==> config.mk <==
export PLATFORM = sky130hd
export DESIGN_NAME = slm_bin_mapper
export DESIGN_NICKNAME = d
export VERILOG_FILES = /design/src/rtl/slm_pkg.sv /design/src/rtl/slm_lod.sv /design/src/rtl/slm_frac.sv /design/src/rtl/slm_compose.sv /design/src/rtl/slm_bin_mapper.sv
export SDC_FILE = /design/constraint.sdc
export NUM_CORES = 1
export LEC_CHECK = 0
export BUFFER_PORTS_ARGS = -buffer_cell sky130_fd_sc_hd__buf_2
export CORE_MARGIN = 1
export CORE_UTILIZATION = 60
export CTS_CLUSTER_DIAMETER = 120
export DETAILED_ROUTE_END_ITERATION = 8
export PLACE_DENSITY = 0.8
export SLEW_MARGIN = 20
export SYNTH_ARGS = -nofsm -noshare
export SYNTH_HDL_FRONTEND = slang
export SYNTH_SLANG_ARGS = --single-unit
==> constraint.sdc <==
create_clock -name clk -period 0.9 [get_ports clk]
set_input_delay 0.18 -clock clk [delete_from_list [all_inputs] [get_ports clk]]
set_output_delay 0.18 -clock clk [all_outputs]
set_load 0.01 [all_outputs]
==> src/rtl/slm_pkg.sv <==
package slm_pkg;

  // Width of the bin index: the largest index for granularity jmax is
  // below (w - jmax + 1) << jmax; never narrower than jmax + 1 bits.
  function automatic int slm_out_width(input int w, input int jmax);
    int top;
    int wd;
    top = (w - jmax + 1) << jmax;
    wd  = $clog2(top);
    if (wd < jmax + 1) wd = jmax + 1;
    return wd;
  endfunction

endpackage

==> src/rtl/slm_lod.sv <==
// Leading-one detector: position of the most significant set bit.
module slm_lod #(
  parameter int W  = 32,
  parameter int EW = $clog2(W)
) (
  input  logic [W-1:0]  vec,
  output logic [EW-1:0] pos,
  output logic          found
);

  always_comb begin
    pos   = '0;
    found = 1'b0;
    for (int k = 0; k < W; k++) begin
      if (vec[k]) begin
        pos   = EW'(k);
        found = 1'b1;
      end
    end
  end

endmodule

==> src/rtl/slm_frac.sv <==
// Window extraction: returns sample >> (lead - gran), limited to JMAX+1 bits.
// In the logarithmic region this is the leading one followed by gran bits.
module slm_frac #(
  parameter int W    = 32,
  parameter int JMAX = 8,
  parameter int EW   = $clog2(W),
  parameter int JW   = $clog2(JMAX + 1)
) (
  input  logic [W-1:0]  sample,
  input  logic [EW-1:0] lead,
  input  logic [JW-1:0] gran,
  output logic [JMAX:0] window
);

  int shamt;

  always_comb begin
    shamt = int'(lead) - int'(gran);
    if (shamt < 0) shamt = 0;
  end

  generate
    for (genvar k = 0; k <= JMAX; k++) begin : g_win
      always_comb begin
        if (shamt + k < W) window[k] = sample[shamt + k];
        else               window[k] = 1'b0;
      end
    end
  endgenerate

endmodule

==> src/rtl/slm_compose.sv <==
// Assembles the bin index from exponent, window and linear-region bypass.
module slm_compose #(
  parameter int W    = 32,
  parameter int JMAX = 8,
  parameter int OW   = 13,
  parameter int EW   = $clog2(W),
  parameter int JW   = $clog2(JMAX + 1)
) (
  input  logic [JMAX-1:0] low_bits,
  input  logic [EW-1:0]   lead,
  input  logic            found,
  input  logic [JW-1:0]   gran,
  input  logic [JMAX:0]   window,
  output logic [OW-1:0]   bin,
  output logic            zero
);

  logic          linear;
  logic [OW-1:0] octave;
  logic [OW-1:0] log_bin;

  always_comb begin
    linear  = !found || (int'(lead) < int'(gran));
    // window = 2^g + sub, so (e-g)<<g + window = (e-g+1)<<g + sub
    octave  = (OW'(lead) - OW'(gran)) << gran;
    log_bin = octave + OW'(window);
    zero    = !found;
    if (linear) bin = OW'(low_bits);
    else        bin = log_bin;
  end

endmodule

==> src/rtl/slm_bin_mapper.sv <==
module slm_bin_mapper
  import slm_pkg::*;
#(
  parameter int W    = 32,
  parameter int JMAX = 8,
  parameter int JW   = $clog2(JMAX + 1),
  parameter int OW   = slm_out_width(W, JMAX)
) (
  input  logic          clk,
  input  logic          rst_n,
  input  logic          in_valid,
  input  logic [W-1:0]  in_sample,
  input  logic [JW-1:0] in_gran,
  output logic          out_valid,
  output logic [OW-1:0] out_bin,
  output logic          out_zero
);

  localparam int EW = $clog2(W);

  logic [JW-1:0] gran_eff;
  logic [EW-1:0] lead;
  logic          found;
  logic [JMAX:0] window;
  logic [OW-1:0] bin_d;
  logic          zero_d;

  logic          valid_q;
  logic [OW-1:0] bin_q;
  logic          zero_q;
  logic [OW-1:0] bin_nx;
  logic          zero_nx;

  always_comb begin
    if (in_gran > JW'(JMAX)) gran_eff = JW'(JMAX);
    else                     gran_eff = in_gran;
  end

  slm_lod #(.W(W), .EW(EW)) lod_i (
    .vec   (in_sample),
    .pos   (lead),
    .found (found)
  );

  slm_frac #(.W(W), .JMAX(JMAX), .EW(EW), .JW(JW)) frac_i (
    .sample (in_sample),
    .lead   (lead),
    .gran   (gran_eff),
    .window (window)
  );

  slm_compose #(.W(W), .JMAX(JMAX), .OW(OW), .EW(EW), .JW(JW)) comp_i (
    .low_bits (in_sample[JMAX-1:0]),
    .lead     (lead),
    .found    (found),
    .gran     (gran_eff),
    .window   (window),
    .bin      (bin_d),
    .zero     (zero_d)
  );

  // next state: data registers load only when a sample arrives
  always_comb begin
    bin_nx  = bin_q;
    zero_nx = zero_q;
    if (in_valid) begin
      bin_nx  = bin_d;
      zero_nx = zero_d;
    end
  end

  always_ff @(posedge clk or negedge rst_n) begin
    if (!rst_n) begin
      valid_q <= 1'b0;
      bin_q   <= '0;
      zero_q  <= 1'b0;
    end else begin
      valid_q <= in_valid;
      bin_q   <= bin_nx;
      zero_q  <= zero_nx;
    end
  end

  assign out_valid = valid_q;
  assign out_bin   = bin_q;
  assign out_zero  = zero_q;

endmodule

==> impl_metrics.csv, run 1 <==
group,metric,value,unit
clock_tree,tritoncts_buffers,3,
floorplanning,die-height,82.51,µm
place,global_placement_routability_congestion,1.084,
floorplanning,die_width,82.51,µm
run_status,toolErrorMsg,"[ERROR GRT-0116] Global routing finished with congestion. Check the congestion regions in the DRC Viewer.",
global_routing,grt_max_degree,18,
place,dp_worst_setup_slack,-5819,ps
yosys,synth.cell_area,0.003889,mm²
global_routing,grtUsageTotal,81.39,%
yosys,syn_nets,540,
global_routing,grt_pass1_wl,39410,µm
yosys,ys_seq_elements,15,
global_routing,number_of_global_route_vias_before_repair,6887,
floorplanning,start_util,63.79,%
clock_tree,cts_num_sinks,15,
place,dpl-instance-area,0.005464,mm²
clock_tree,htree_num_levels,1,
yosys,avgSynthCellArea,8.187,µm²
global_routing,globalRouteOverflowTotal,186,
floorplanning,rows,28,
place,dpl.hpwl,13820,µm
yosys,postSynth.topFlopCell,"sky130_fd_sc_hd__dfrtp_1",
yosys,seq_area_frac_synth,9.653,%
run_status,status,"stopped before the end",
clock_tree,clock_path_buffers,2,
yosys,synth-edff-count,0,
run_status,haltStage,"global routing (5_1_grt)",
yosys,asyncSetResetFlopFracSynth,100.0,%
place,place_inst,736,
yosys,synth_cell_types,61,
floorplanning,io_pins,54,
place,numPortBuffers,53,
yosys,syn_inst,475,
yosys,synthesis.yosys.warnings,0,
clock_tree,cts.root.buffer_cell,"sky130_fd_sc_hd__clkbuf_8",
-- metrics by stage --
step	setup TNS (ps)	util (%)	hold WS, ps
after floorplan	-62970	-	-115.6
after global placement	-64810	89.63	85.41
after detailed placement	-69140	89.63	101.2
after CTS	-62340	96.28	283.2
-- cells by family after synthesis --
group,synth area share (%)
AO/OA/AOI/OAI,21.69
XOR/XNOR,4.955
adder cells (fa/ha/maj),8.752
buffers and inverters,5.920
flip-flops,9.653
multiplexers,31.34
AND/OR/NAND/NOR,17.70
-- per-layer routing --
layer	GRT overflow	track usage, %
met1	1	77.43
met2	124	107.0
met3	0	53.08
met4	61	98.45
met5	0	3.333
-- cells in the mapped netlist, types with 5 or more instances --
cell type | instances | area [µm²]
sky130_fd_sc_hd__nand2_1 | 47 | 176.4
sky130_fd_sc_hd__nor2_1 | 47 | 176.4
sky130_fd_sc_hd__a21oi_1 | 42 | 210.2
sky130_fd_sc_hd__mux2i_1 | 34 | 340.3
sky130_fd_sc_hd__mux4_2 | 30 | 675.7
sky130_fd_sc_hd__ha_1 | 24 | 300.3
sky130_fd_sc_hd__inv_1 | 21 | 78.83
sky130_fd_sc_hd__o21ai_0 | 19 | 95.09
sky130_fd_sc_hd__xnor2_1 | 16 | 140.1
sky130_fd_sc_hd__clkbuf_1 | 15 | 56.30
sky130_fd_sc_hd__dfrtp_1 | 15 | 375.4
sky130_fd_sc_hd__mux2_1 | 11 | 123.9
sky130_fd_sc_hd__a211oi_1 | 10 | 75.07
sky130_fd_sc_hd__o31ai_1 | 10 | 75.07
sky130_fd_sc_hd__o21ai_1 | 9 | 45.04
sky130_fd_sc_hd__nor2b_1 | 8 | 50.05
sky130_fd_sc_hd__nor3_1 | 8 | 40.04
sky130_fd_sc_hd__a31oi_1 | 7 | 43.79
sky130_fd_sc_hd__buf_1 | 7 | 26.28
sky130_fd_sc_hd__mux2_2 | 7 | 78.83
sky130_fd_sc_hd__buf_2 | 6 | 30.03
sky130_fd_sc_hd__xor2_1 | 6 | 52.55
sky130_fd_sc_hd__nand2b_1 | 5 | 31.28
sky130_fd_sc_hd__o21a_1 | 5 | 37.54
-- repair_timing --
action,CTS
resized for setup,54
endpoints found under the hold margin,15
setup endpoints to repair,29
pin swaps,41
hold buffers,1
buffers inserted,14
==> run 2, diff against run 1 <==
CORE_UTILIZATION = 40   (was 60)
CTS_CLUSTER_DIAMETER = not set   (was 120)
PLACE_DENSITY = not set   (was 0.8)
PLACE_DENSITY_LB_ADDON = 0.15   (was not set)
==> impl_metrics.csv, run 2 <==
group,metric,value,unit
run_status,failed_checks,"setup timing",
run_status,status,"finished, violations left",
yosys,ys_seq_elements,15,
worst_setup_path,cp_data_arrival_time,6000,ps
floorplanning,die_area,0.01012,mm²
routing,detail_route.wirelength,14630,µm
worst_setup_path,cp-start-kind,"input pin",
global_routing,grtUsageTotal,29.86,%
sta,worst-slew-pin-transition,479.8,ps
place,dp_worst_setup_slack,-5855,ps
worst_setup_path,worstPathMaxFanout,7,
global_routing,grt_max_degree,16,
floorplanning,rows,35,
sta,finalSetupViolations,29,
finish,final_layout_size_suffix_gt1_share,51.43,%
place,numPortBuffers,53,
yosys,synthesis.yosys.warnings,0,
routing,vias,4638,
clock_tree,htree_num_levels,1,
place,global_placement_routability_congestion,0.9935,
worst_setup_path,reg2reg_from,"out_bin[5]",
global_routing,number_of_global_route_vias_before_repair,4704,
min_path,min_path_type,"input pin to flop",
clock_tree,clock_insertion_delay_worst_skew,240,ps
clock_tree,cts_tree,"yes",
routing,number_of_antenna_violating_nets_in_the_routed_design,0,
finish,most-common-layout-cells,"sky130_fd_sc_hd__buf_4 (183), sky130_fd_sc_hd__nand2_1 (46), sky130_fd_sc_hd__buf_2 (45), sky130_fd_sc_hd__nor2_1 (42)",
finish,finish.net_count,766,
yosys,seq_area_frac_synth,9.653,%
sta,skew,0,ps
finish,antenna_diode_count,0,
yosys,avgSynthCellArea,8.187,µm²
floorplanning,io_pins,54,
power,ir_worst_vdd,0.8745,mV
routing,first_pass_iters,4,
sta,final.setup.worst_slack,-4964,ps
yosys,synth_top_area_share,17.37,%
worst_setup_path,r2r_setup_slack,40,ps
sta,final_max_slew_viol_count,0,
clock_tree,clk_pin_slew,60,ps
sta,timing.fmax,0.1705,GHz
yosys,netlist.top_cell.by_area,"sky130_fd_sc_hd__mux4_2",
flow_run,timing.max_cap.violations,0,
finish,largest_register_ff_count,13,
clock_tree,clock_path_buffers,2,
clock_tree,cts_num_sinks,15,
yosys,asyncSetResetFlopFracSynth,100.0,%
routing,wl_per_cell,17.65,µm
sta,maxSlewHeadroom,68.02,%
floorplanning,start_util,41.69,%
yosys,postSynth.topFlopCell,"sky130_fd_sc_hd__dfrtp_1",
sta,finalCriticalPeriod,5864,ps
finish,layout_commonest_cell,"sky130_fd_sc_hd__buf_4",
worst_setup_path,startpoint,"in_sample[4]",
yosys,syn_nets,540,
yosys,synth.cell_area,0.003889,mm²
routing,route.detailed.vias_per_inst,5.595,
worst_setup_path,crit_required,1040,ps
routing,route.detailed.drc,0,
clock_tree,cts.root.buffer_cell,"sky130_fd_sc_hd__clkbuf_8",
yosys,synth_cell_types,61,
global_routing,globalRouteOverflowTotal,0,
floorplanning,die-height,100.6,µm
floorplanning,area_of_the_placeable_core,0.009328,mm²
yosys,synth_common_cells,"sky130_fd_sc_hd__nand2_1 (47), sky130_fd_sc_hd__nor2_1 (47), sky130_fd_sc_hd__a21oi_1 (42)",
place,dpl-instance-area,0.005599,mm²
sta,fin_crit_sh,651.6,%
worst_setup_path,timing.reg2reg.worst_path_depth,4,
worst_setup_path,reg2reg_to,"out_bin[5]",
yosys,post_synth_main_area_contributors,"sky130_fd_sc_hd__mux4_2 (17%), sky130_fd_sc_hd__dfrtp_1 (9.7%), sky130_fd_sc_hd__mux2i_1 (8.8%), sky130_fd_sc_hd__ha_1 (7.7%), sky130_fd_sc_hd__a21oi_1 (5.4%)",
routing,drt_iter0_drc,176,
finish,finish.instance_area,0.006223,mm²
place,dpl.hpwl,12090,µm
worst_setup_path,timing_worst_setup_path_type,"input pin to flop",
finish,areaGrowthSynthToFinish,60.04,%
power,power_density,1484,mW/mm²
floorplanning,die_width,100.6,µm
power,total_power,9.233,mW
worst_setup_path,crit_end,"out_bin[10]",
yosys,syn_inst,475,
sta,final-hold-violation-count,0,
yosys,synth-edff-count,0,
global_routing,grt_antenna_before_repair,0,
sta,rsz_0062_raised_after_global_routing,"true",
worst_setup_path,setup.worst_path.end_class,"flop",
power,power_leakage,2.831,nW
clock_tree,tritoncts_buffers,3,
global_routing,grt_pass1_wl,23600,µm
[run 2: cell counts after synthesis]
No cell type changed its count.
[run 2: cell type report]
cell class	count	area (µm²)
multi-input combinational	404	3655
fill	772	3104
inverter	25	93.84
timing repair buffer	252	1893
tap	129	161.4
clock buffer	4	45.04
sequential	15	375.4
[run 2: worst min path at each step]
stage,endpoint,cells after the start,start,slack (ps)
floorplan,out_bin[0],0,rst_n,-120
global placement,out_valid,1,rst_n,90
detailed placement,out_bin[2],1,rst_n,100
CTS,out_bin[12],2,in_valid,240
global route,out_bin[12],2,in_valid,250
finish,out_bin[12],2,in_valid,240
[run 2: kinds of logic (layout without fill, tap and decap cells)]
logic type | count (synthesis) | in the layout | share of synthesized area [%]
and+or+nand+nor | 142 | 142 | 17.70
muxes | 82 | 82 | 31.34
xor gates and xnor gates | 22 | 22 | 4.955
buffers and inverters | 56 | 281 | 5.920
AOI/OAI and AO/OA | 132 | 132 | 21.69
adders and majority gates | 26 | 26 | 8.752
DFF | 15 | 15 | 9.653
[run 2: layer usage]
metal,vias to the layer above,part of all wire (%),GRT usage (%)
li1,2236,-,-
met1,2221,42,36.42
met2,144,50,52.79
met3,37,4.7,4.993
met4,0,3.6,10.93
met5,-,0,0
[run 2: stage by stage]
step	util, %	hold slack [ps]	std cells	TNS (ps)
2_1_floorplan	-	-115.6	475	-62970
3_3_place_gp	60.03	94.59	799	-67890
3_5_place_dp	60.03	103.3	799	-69990
4_1_cts	63.64	238.3	818	-62400
5_1_grt	66.72	249.4	829	-63760
6_report	66.72	238.2	829	-59950
[run 2: where the power goes]
group	internal [mW]	leakage (nW)	switching (mW)
sequential	0.896	0.179	0.103
clock	0.313	0.0228	0.221
combinational	4.14	2.63	3.56
[run 2: worst max-delay path, stage by stage]
cell,delay (ps)
sky130_fd_sc_hd__buf_6,100
sky130_fd_sc_hd__o31ai_4,270
sky130_fd_sc_hd__a21boi_2,90
sky130_fd_sc_hd__o31ai_2,210
sky130_fd_sc_hd__a211oi_2,120
sky130_fd_sc_hd__o31ai_2,230
sky130_fd_sc_hd__a211oi_2,130
sky130_fd_sc_hd__o31ai_2,210
sky130_fd_sc_hd__ha_1,260
sky130_fd_sc_hd__nor2b_4,130
sky130_fd_sc_hd__o31a_1,320
sky130_fd_sc_hd__o31ai_4,330
sky130_fd_sc_hd__ha_4,240
sky130_fd_sc_hd__mux4_2,520
sky130_fd_sc_hd__mux4_2,500
sky130_fd_sc_hd__mux2i_2,190
sky130_fd_sc_hd__a31oi_2,80
sky130_fd_sc_hd__fa_2,410
sky130_fd_sc_hd__a21o_1,170
sky130_fd_sc_hd__a21oi_2,150
sky130_fd_sc_hd__nor2_1,70
sky130_fd_sc_hd__o31a_1,290
sky130_fd_sc_hd__o31ai_4,280
sky130_fd_sc_hd__a21oi_2,100
sky130_fd_sc_hd__xnor2_1,140
sky130_fd_sc_hd__o31ai_1,250
[run 2: repair_timing]
item | in CTS | in global routing
gates resized for setup | 45 | 46
endpoints found under the hold margin | 15 | 0
hold buffers | 1 | 0
pin swaps | 32 | 28
setup buffers | 19 | 12
setup endpoints to repair | 29 | 29
(Power assumes the default switching activity.)
